### src/rtl/cdt_pkg.sv
package cdt_pkg;
  localparam int REG_W   = 32;
  localparam int EN_BIT  = 31;
  localparam int PER_BIT = 30;
  localparam int CLR_BIT = 30;
  localparam int CTRL_IDX = 0;
  localparam int STAT_IDX = 1;

  typedef struct packed {
    logic ctrlWr;
    logic tickGo;
  } cdtStrobe_t;
endpackage

### src/rtl/cdt_ctrl.sv
module cdt_ctrl
  import cdt_pkg::*;
#(
  parameter int ADDR_W = 1,
  parameter int MISS_LIMIT = 2
) (
  input  logic              clk,
  input  logic              rstN,
  input  logic              tickEn,
  input  logic [ADDR_W-1:0] addr,
  input  logic              wrEn,
  input  logic              rdEn,
  input  logic              wrEnableBit,
  input  logic              wrClrBit,
  input  logic              expirePulse,
  output cdtStrobe_t        strobe,
  output logic              pending,
  output logic              dogReset
);
  localparam int MISS_W = $clog2(MISS_LIMIT + 1);
  localparam logic [MISS_W-1:0] MISS_MAX = MISS_W'(MISS_LIMIT);

  logic ctrlSel, statSel, trigRead, clrReq, stopReq;
  logic clrArmed;
  logic [MISS_W-1:0] missCnt;

  assign ctrlSel  = (addr == ADDR_W'(CTRL_IDX));
  assign statSel  = (addr == ADDR_W'(STAT_IDX));
  assign trigRead = rdEn && ctrlSel;
  assign clrReq   = wrEn && statSel && wrClrBit;
  assign stopReq  = strobe.ctrlWr && !wrEnableBit;

  always_comb begin
    strobe.ctrlWr = wrEn && ctrlSel;
    strobe.tickGo = tickEn;
  end

  always_ff @(posedge clk) begin
    if (!rstN) begin
      pending  <= 1'b0;
      clrArmed <= 1'b0;
      missCnt  <= '0;
    end else begin
      if (expirePulse) pending <= 1'b1;
      else if (trigRead && clrArmed) pending <= 1'b0;

      if (clrReq) clrArmed <= 1'b1;
      else if (trigRead) clrArmed <= 1'b0;

      if (stopReq) missCnt <= '0;
      else if (expirePulse) begin
        if (trigRead) missCnt <= MISS_W'(1);
        else if (missCnt != MISS_MAX) missCnt <= missCnt + 1'b1;
      end else if (trigRead) missCnt <= '0;
    end
  end

  assign dogReset = (missCnt == MISS_MAX);
endmodule

### src/rtl/cdt_datapath.sv
module cdt_datapath
  import cdt_pkg::*;
#(
  parameter int CNT_W = 29,
  parameter int ADDR_W = 1
) (
  input  logic              clk,
  input  logic              rstN,
  input  cdtStrobe_t        strobe,
  input  logic              wrEnableBit,
  input  logic              wrPeriodicBit,
  input  logic [CNT_W-1:0]  wrCount,
  input  logic [ADDR_W-1:0] addr,
  input  logic              pending,
  output logic              expirePulse,
  output logic              timerEn,
  output logic              timerPeriodic,
  output logic [CNT_W-1:0]  liveCount,
  output logic [CNT_W-1:0]  reloadVal,
  output logic [REG_W-1:0]  rdData
);
  logic atZero;
  logic [REG_W-1:0] ctrlWord, statWord;

  assign atZero      = (liveCount == '0);
  assign expirePulse = timerEn && strobe.tickGo && !strobe.ctrlWr && atZero;

  always_ff @(posedge clk) begin
    if (!rstN) begin
      timerEn       <= 1'b0;
      timerPeriodic <= 1'b0;
      reloadVal     <= '0;
      liveCount     <= '0;
    end else if (strobe.ctrlWr) begin
      timerEn       <= wrEnableBit;
      timerPeriodic <= wrPeriodicBit;
      reloadVal     <= wrCount;
      liveCount     <= wrCount;
    end else if (timerEn && strobe.tickGo) begin
      if (!atZero) liveCount <= liveCount - 1'b1;
      else if (timerPeriodic) liveCount <= reloadVal;
      else timerEn <= 1'b0;
    end
  end

  always_comb begin
    ctrlWord = '0;
    ctrlWord[EN_BIT] = timerEn;
    ctrlWord[PER_BIT] = timerPeriodic;
    ctrlWord[CNT_W-1:0] = reloadVal;
    statWord = '0;
    statWord[CLR_BIT] = pending;
    statWord[CNT_W-1:0] = liveCount;
    if (addr == ADDR_W'(CTRL_IDX)) rdData = ctrlWord;
    else if (addr == ADDR_W'(STAT_IDX)) rdData = statWord;
    else rdData = '0;
  end
endmodule

### src/rtl/countdown_watchdog_timer.sv
module countdown_watchdog_timer
  import cdt_pkg::*;
#(
  parameter int CNT_W = 29,
  parameter int ADDR_W = 1,
  parameter int MISS_LIMIT = 2
) (
  input  logic              clk,
  input  logic              rstN,
  input  logic              tickEn,
  input  logic [ADDR_W-1:0] addr,
  input  logic              wrEn,
  input  logic [REG_W-1:0]  wrData,
  input  logic              rdEn,
  output logic [REG_W-1:0]  rdData,
  output logic              irq,
  output logic              dogReset
);
  cdtStrobe_t strobe;
  logic expirePulse, pending, timerEn, timerPeriodic;
  logic [CNT_W-1:0] liveCount, reloadVal;
  logic unusedWrBits;

  assign unusedWrBits = ^wrData;

  cdt_ctrl #(.ADDR_W(ADDR_W), .MISS_LIMIT(MISS_LIMIT)) u_ctrl (
    .clk(clk), .rstN(rstN), .tickEn(tickEn), .addr(addr),
    .wrEn(wrEn), .rdEn(rdEn),
    .wrEnableBit(wrData[EN_BIT]), .wrClrBit(wrData[CLR_BIT]),
    .expirePulse(expirePulse), .strobe(strobe),
    .pending(pending), .dogReset(dogReset)
  );

  cdt_datapath #(.CNT_W(CNT_W), .ADDR_W(ADDR_W)) u_data (
    .clk(clk), .rstN(rstN), .strobe(strobe),
    .wrEnableBit(wrData[EN_BIT]), .wrPeriodicBit(wrData[PER_BIT]),
    .wrCount(wrData[CNT_W-1:0]), .addr(addr), .pending(pending),
    .expirePulse(expirePulse), .timerEn(timerEn),
    .timerPeriodic(timerPeriodic), .liveCount(liveCount),
    .reloadVal(reloadVal), .rdData(rdData)
  );

  assign irq = pending;
endmodule

### config.mk
export PLATFORM = sky130hd
export DESIGN_NAME = countdown_watchdog_timer
export DESIGN_NICKNAME = d
export VERILOG_FILES = /design/src/rtl/cdt_pkg.sv /design/src/rtl/cdt_ctrl.sv /design/src/rtl/cdt_datapath.sv /design/src/rtl/countdown_watchdog_timer.sv
export SDC_FILE = /design/constraint.sdc
export NUM_CORES = 1
export LEC_CHECK = 0
export ABC_AREA = 0
export BUFFER_PORTS_ARGS = -buffer_cell sky130_fd_sc_hd__clkbuf_2
export CORE_MARGIN = 4
export CORE_UTILIZATION = 40
export CTS_CLUSTER_SIZE = 10
export DETAILED_ROUTE_END_ITERATION = 10
export SYNTH_ARGS = -nofsm -noshare
export SYNTH_HDL_FRONTEND = slang
export SYNTH_SLANG_ARGS = --single-unit
export TNS_END_PERCENT = 10
### constraint.sdc
create_clock -name clk -period 3.4 [get_ports clk]
set_input_delay 0.51 -clock clk [delete_from_list [all_inputs] [get_ports clk]]
set_output_delay 0.51 -clock clk [all_outputs]
set_load 0.02 [all_outputs]
## After elaboration in Yosys (flattened, before gate mapping)

Cells that the tools add are included.

- Reductions and logical operators: 22
- Equal/unequal tests: 4
- $add $sub $neg: 2
- Bitwise logic cells: 2
- Mux-type cells: 17

Operator list:

| kind | count |
|---|---|
| 29-bit 2-to-1 mux | 4 |
| 32-bit 2-to-1 mux | 1 |
| 29-bit logical NOT | 1 |
| 29-bit by 1-bit subtractor with 29-bit output, second input constant | 1 |
| 2-bit nonzero test | 6 |
| 1-bit logical AND | 9 |
| 1-bit 2-to-1 mux | 8 |
| 2-bit 2-to-1 mux | 4 |
| 2-bit != test, second input constant | 2 |
| 2-bit AND reduction | 2 |
| 3-bit by 2-bit != test with 1-bit output, second input constant | 1 |
| 3-bit AND reduction | 1 |
| 2-bit by 1-bit adder with 2-bit output, second input constant | 1 |
| 2-bit == test, second input constant | 1 |
| 1-bit logical NOT | 2 |
| 1-bit NOT | 2 |
| 2-bit OR reduction | 1 |

- Register bits after elaboration: 64
- Bits of input ports: 38
- Word-level logic and storage cells: 54

## Depth between registers and ports, before layout

- Depth in word-level cells: 7
- Mapped depth: 11
- Depth with buffers taken out: 8

## Hierarchy

From an unflattened synthesis, not the netlist that was laid out.

- Cell total of the unflattened synthesis: 487
- Area total of the unflattened synthesis: 4043.9 um^2

By module, submodules not included:

| module | cells each | area each (um^2) | instances | sequential area each (um^2) |
|---|---|---|---|---|
| cdt_datapath | 462 | 3822.4 | 1 | 1201.2 |
| cdt_ctrl | 25 | 221.5 | 1 | 80.1 |

## Worst setup path after synthesis

No wires, ideal clock.

- Path kind: reg-to-reg
- Start point: register u_data.liveCount[0]
- End point: register u_data.liveCount[11]
- Period minus slack after synthesis: 2.486 ns
- Cell stages (with the launch flop): 11
- Setup time: 0.074 ns
- Setup slack: 0.914 ns
- Path buffers: 2
- Arrival time: 2.412 ns
- Required time: 3.326 ns
- Path through: dfxtp_1 > clkbuf_1 > inv_1 > ha_1 > or4b_1 > or4_4 > buf_6 > nor3_4 > nor2_2 > a31o_1 > a31oi_1

- Cells in the longest elaborated chain, start to end: 4
- Elaborated cells between the ends (all ways): 7
- Classes of those cells: add/sub (1); eq/ne (1); mux (3); reduce/logical (2)

RTL lines:

| element | line | text |
|---|---|---|
| start: declaration | cdt_datapath.sv:18 | `output logic [CNT_W-1:0] liveCount,` |
| start signal: assignment | cdt_datapath.sv:38 | `liveCount <= wrCount;` |
| start signal: assignment | cdt_datapath.sv:40 | `if (!atZero) liveCount <= liveCount - 1'b1;` |
| start signal: assignment | cdt_datapath.sv:41 | `else if (timerPeriodic) liveCount <= reloadVal;` |
| 29-bit by 1-bit subtractor with 29-bit output / 29-bit logical NOT (equally long branches) | cdt_datapath.sv:40, cdt_datapath.sv:25 |  |
| 29-bit 2-to-1 mux | cdt_datapath.sv:40 |  |
| 29-bit 2-to-1 mux | cdt_datapath.sv:39 | `end else if (timerEn && strobe.tickGo) begin` |
| 29-bit 2-to-1 mux | cdt_datapath.sv:34 | `end else if (strobe.ctrlWr) begin` |

Parallel ways exist; a longest one is shown, timed or not. The select of a mux whose other input is x is not followed.
A chain may end at the register's enable or synchronous reset.

## Final worst setup path

- Start point: register u_data.liveCount[0]
- End point: register u_ctrl.missCnt[1]

- Cells in the longest elaborated chain, start to end: 4
- Elaborated cells between the ends (all ways): 5
- Classes of those cells: mux (1); reduce/logical (4)

RTL lines:

| element | line | text |
|---|---|---|
| 29-bit logical NOT * | cdt_datapath.sv:25 | `assign atZero = (liveCount == '0);` |
| 1-bit logical AND * | cdt_datapath.sv:26 | `assign expirePulse = timerEn && strobe.tickGo && !strobe.ctrlWr && atZero;` |
| 2-bit nonzero test (no source line) | n/a |  |
| 2-bit AND reduction (no source line) | n/a |  |
| end signal: assignment | cdt_ctrl.sv:53 | `else if (missCnt != MISS_MAX) missCnt <= missCnt + 1'b1;` |
| end: declaration | cdt_ctrl.sv:25 | `logic [MISS_W-1:0] missCnt;` |

Every way passes the cells marked *; elsewhere a longest branch is shown, timed or not.

==> Flow_metrics.wiki <==
{| class="wikitable"
! Metric !! Value
|-
| Clock slew at reported path FFs || 70 ps
|-
| Maximum fanout along the worst path || 10
|-
| Fin nets || 556
|-
| Cell Area, Synth || 3630 um^2
|-
| Chip width || 103 um
|-
| Slew of the pin with the lowest slew margin || 710 ps
|-
| Worst setup EP type || flop
|-
| Power density cells || 450 nW/um^2
|-
| Yosys Warn Count || 0
|-
| Worst setup slack after layout || 729 ps
|-
| Drt first-iter violations || 180
|-
| RSZ-0062 raised after global routing || no
|-
| Cell with the biggest individual delay on the critical path || sky130_fd_sc_hd__or4b_1
|-
| Worst setup path class || reg2reg
|-
| CTS Buf Count || 9
|-
| Drt total wl || 10300 um
|-
| Number of antenna violations at the first check in global routing || 0
|-
| Adder-cell share of the synthesized area || 0.690%
|-
| Vias || 3579
|-
| Cell area after layout || 4230 um^2
|-
| Via count of the first global-routing pass || 3349
|-
| Drc violations || 0
|-
| Post-Syn Nets || 499
|-
| Max_cap viols || 0
|-
| Core Footprint || 8760 um^2
|-
| Number of standard-cell rows in the floorplan || 34
|-
| Fraction of layout cells with a size suffix above 1 || 26.1%
|-
| Unique masters post-synth || 62
|-
| Asr flop ratio synth || 0%
|-
| Total setup buffers inserted after CTS || 0
|-
| Bufs and invs on worst path || 3
|-
| Crit-path cells || inv_1, ha_1, or4b_1, nor4_4, buf_4, nand3_1, buf_4, nor4_2, nor2_1, a2111oi_0
|-
| Worst path required time || 3630 ps
|-
| Register area share after synthesis || 35.3%
|-
| Crit path launch type || flop
|-
| Cell Int Power || 1.30 mW
|-
| Number of detailed-route iterations in the first pass || 5
|-
| Sink count of the clock tree || 64
|-
| Die Area || 10700 um^2
|-
| Period Utilization, post-route || 78.6%
|-
| Count of placed standard cells in the final layout, fillers left out || 629
|-
| H-tree depth reported by CTS || 3
|-
| Cell at the root of the clock tree || sky130_fd_sc_hd__clkbuf_8
|-
| Number of buffers added on ports || 69
|-
| Largest family of logic cells by synthesized area || simple AND/OR/NAND/NOR gates
|-
| Gates resized, CTS repair || 0
|-
| Average footprint of a synthesized cell || 7.90 um^2
|-
| Antenna-violating nets left || 0
|-
| GR Overflow Total || 0
|-
| Slowest stage delay, CP || 600 ps
|-
| Number of buffers between clock root and the deepest sink || 2
|-
| Worst vdd ir || 0.184 mV
|-
| Overall routing resource usage || 19.9%
|-
| Signed area change from the synthesized netlist to the final layout || 16.6%
|-
| Placement Setup Slack || 737 ps
|-
| Clock tree from TritonCTS || done
|-
| Die boundary height || 103 um
|-
| XOR/XNOR share of the synthesized area || 2.66%
|-
| Most common cell after layout, fill and taps aside || sky130_fd_sc_hd__nand2_1
|-
| Final-layout setup total negative slack || 0 ps
|-
| Vias/cell || 5.69
|-
| Slew HR || 52.6%
|-
| Final weighted congestion in routability-driven placement || 0.805
|-
| Post-Place Cells || 613
|-
| Final worst clock skew || 8.22 ps
|-
| Switching power share of the total || 31.7%
|-
| Basic-gate share of the synthesized area counting and, or, nand and nor cells || 23.8%
|-
| Register share of total power || 44.2%
|-
| Area of placed instances || 4050 um^2
|-
| Synthesized flop and latch total || 64
|-
| Leading cell types in the layout, fill and taps excluded || sky130_fd_sc_hd__nand2_1 (91), sky130_fd_sc_hd__clkbuf_2 (69), sky130_fd_sc_hd__dfxtp_1 (64), sky130_fd_sc_hd__a21oi_1 (56), sky130_fd_sc_hd__mux2_2 (29)
|-
| Pin count of the biggest net entering global routing || 42
|-
| Result of the run || completed
|-
| I/O pin cnt || 72
|-
| Final Hold Vio Count || 0
|-
| Combinational share of power || 22.8%
|-
| Power, Total || 1.90 mW
|-
| Wirelength per Cell || 16.3 um
|-
| Multiplexer share of the synthesized area || 10.1%
|-
| Data arrival time of the critical path || 2900 ps
|-
| Antenna diodes || 0
|-
| Post-synth EDFFs || 0
|-
| Synthesized-area fraction occupied by ao, oa, aoi and oai cells || 22.5%
|-
| Clock share of power || 33.0%
|-
| CTS Hold Bufs || 0
|-
| Synthesized netlist cell count || 459
|-
| Time the final worst path needs with I/O delays and setup || 2670 ps
|-
| Clk Latency, worst-skew pair || 340 ps
|-
| Path class of the lowest-slack min-delay path || in2reg
|-
| Starting utilization of the core area || 41.4%
|-
| Max-slew violations || 0
|-
| Peak clock frequency supported by timing || 0.374 GHz
|-
| Setup violations, final || 0
|-
| Lkg Pwr || 1.70 nW
|-
| Top_reg_cell synth || sky130_fd_sc_hd__dfxtp_1
|-
| Cell family with most CP delay || simple AND/OR/NAND/NOR gates
|-
| Top cell by count, worst path || sky130_fd_sc_hd__buf_4
|-
| DP HPWL || 6990 um
|-
| Wire length of the first global-routing pass || 16700 um
|-
| Sw power || 0.603 mW
|}
## power by group through the flow
stage | registers [mW] | logic, mW | clock network (mW)
final | 0.841 | 0.433 | 0.629
after global routing | 0.848 | 0.480 | 0.667
after CTS | 0.840 | 0.435 | 0.643
after detailed placement | 0.857 | 0.432 | 0
after global placement | 0.855 | 0.429 | 0
after floorplan | 0.840 | 0.328 | 0
## state kept, by name, indices dropped and copies added, names as in the netlist
name,flops
u_data.liveCount,29
u_data.timerEn,1
u_ctrl.pending,1
u_data.timerPeriodic,1
u_data.reloadVal,29
u_ctrl.clrArmed,1
u_ctrl.missCnt,2
## per-stage QoR
step	utilization, %	hold slack [ps]
after detailed placement	46.2	454
after global routing	48.3	390
after floorplan	-	436
after global placement	46.2	442
after CTS	48.3	383
final	48.3	390
## cell usage after synthesis (3+ instances only)
cell / n / area, um^2
sky130_fd_sc_hd__a221oi_1: 3 / 26.3
sky130_fd_sc_hd__inv_1: 5 / 18.8
sky130_fd_sc_hd__a31oi_1: 10 / 62.6
sky130_fd_sc_hd__nor2b_1: 5 / 31.3
sky130_fd_sc_hd__buf_1: 6 / 22.5
sky130_fd_sc_hd__o311ai_0: 3 / 26.3
sky130_fd_sc_hd__or4_1: 8 / 60.1
sky130_fd_sc_hd__nand2b_1: 4 / 25.0
sky130_fd_sc_hd__nand3_1: 14 / 70.1
sky130_fd_sc_hd__o21ai_0: 25 / 125
sky130_fd_sc_hd__o31ai_1: 3 / 22.5
sky130_fd_sc_hd__nor2_1: 20 / 75.1
sky130_fd_sc_hd__mux2i_1: 4 / 40.0
sky130_fd_sc_hd__nor4_1: 3 / 18.8
sky130_fd_sc_hd__buf_2: 3 / 15.0
sky130_fd_sc_hd__o211ai_1: 11 / 82.6
sky130_fd_sc_hd__a21oi_1: 56 / 280
sky130_fd_sc_hd__clkbuf_1: 22 / 82.6
sky130_fd_sc_hd__nor3_1: 7 / 35.0
sky130_fd_sc_hd__or3_1: 4 / 25.0
sky130_fd_sc_hd__dfxtp_1: 64 / 1280
sky130_fd_sc_hd__xnor2_1: 9 / 78.8
sky130_fd_sc_hd__nand2_1: 91 / 342
sky130_fd_sc_hd__mux2_2: 29 / 327
## layer usage
layer,vias to the layer above,track usage [%],wire length [um]
li1,1782,-,-
met1,1680,28.2,4900
met2,111,31.1,4660
met3,6,4.76,656
met4,0,4.08,60
met5,-,0,0
## cells by family (layout without fill, tap and decap cells)
family / count (synthesis) / after routing
XOR/XNOR: 11 / 11
adder cells (fa/ha/maj): 2 / 2
multiplexers: 33 / 33
AND/OR/NAND/NOR: 175 / 175
other: 1 / 1
AO/OA/AOI/OAI: 133 / 133
buffers and inverters: 40 / 102
flip-flops: 64 / 64
## worst paths after layout
check                        end  cells past startpoint  slack (ps)                start
max reg2reg    u_ctrl.missCnt[1]                     10         730  u_data.liveCount[0]
min          u_data.reloadVal[2]                      3         390            wrData[2]
min reg2reg  u_data.reloadVal[4]                      2         460  u_data.reloadVal[4]
max            u_ctrl.missCnt[1]                     10         730  u_data.liveCount[0]
## tightest hold or removal path: cells and delay by family
| kind | cells | cell delay, ps |
|---|---|---|
| buf+inv | 1 | 90 |
| simple gates | 1 | 50 |
| compound gates | 1 | 50 |
## final cells by class
| type | count | area [um^2] |
|---|---|---|
| repair buffers | 80 | 428 |
| well taps | 108 | 135 |
| clock inverters | 4 | 45.0 |
| multi-input cells | 355 | 2180 |
| inverters | 6 | 22.5 |
| fillers | 884 | 4530 |
| flip-flops and latches | 64 | 1280 |
| clock buffers | 12 | 135 |
(Power assumes the default switching activity.)
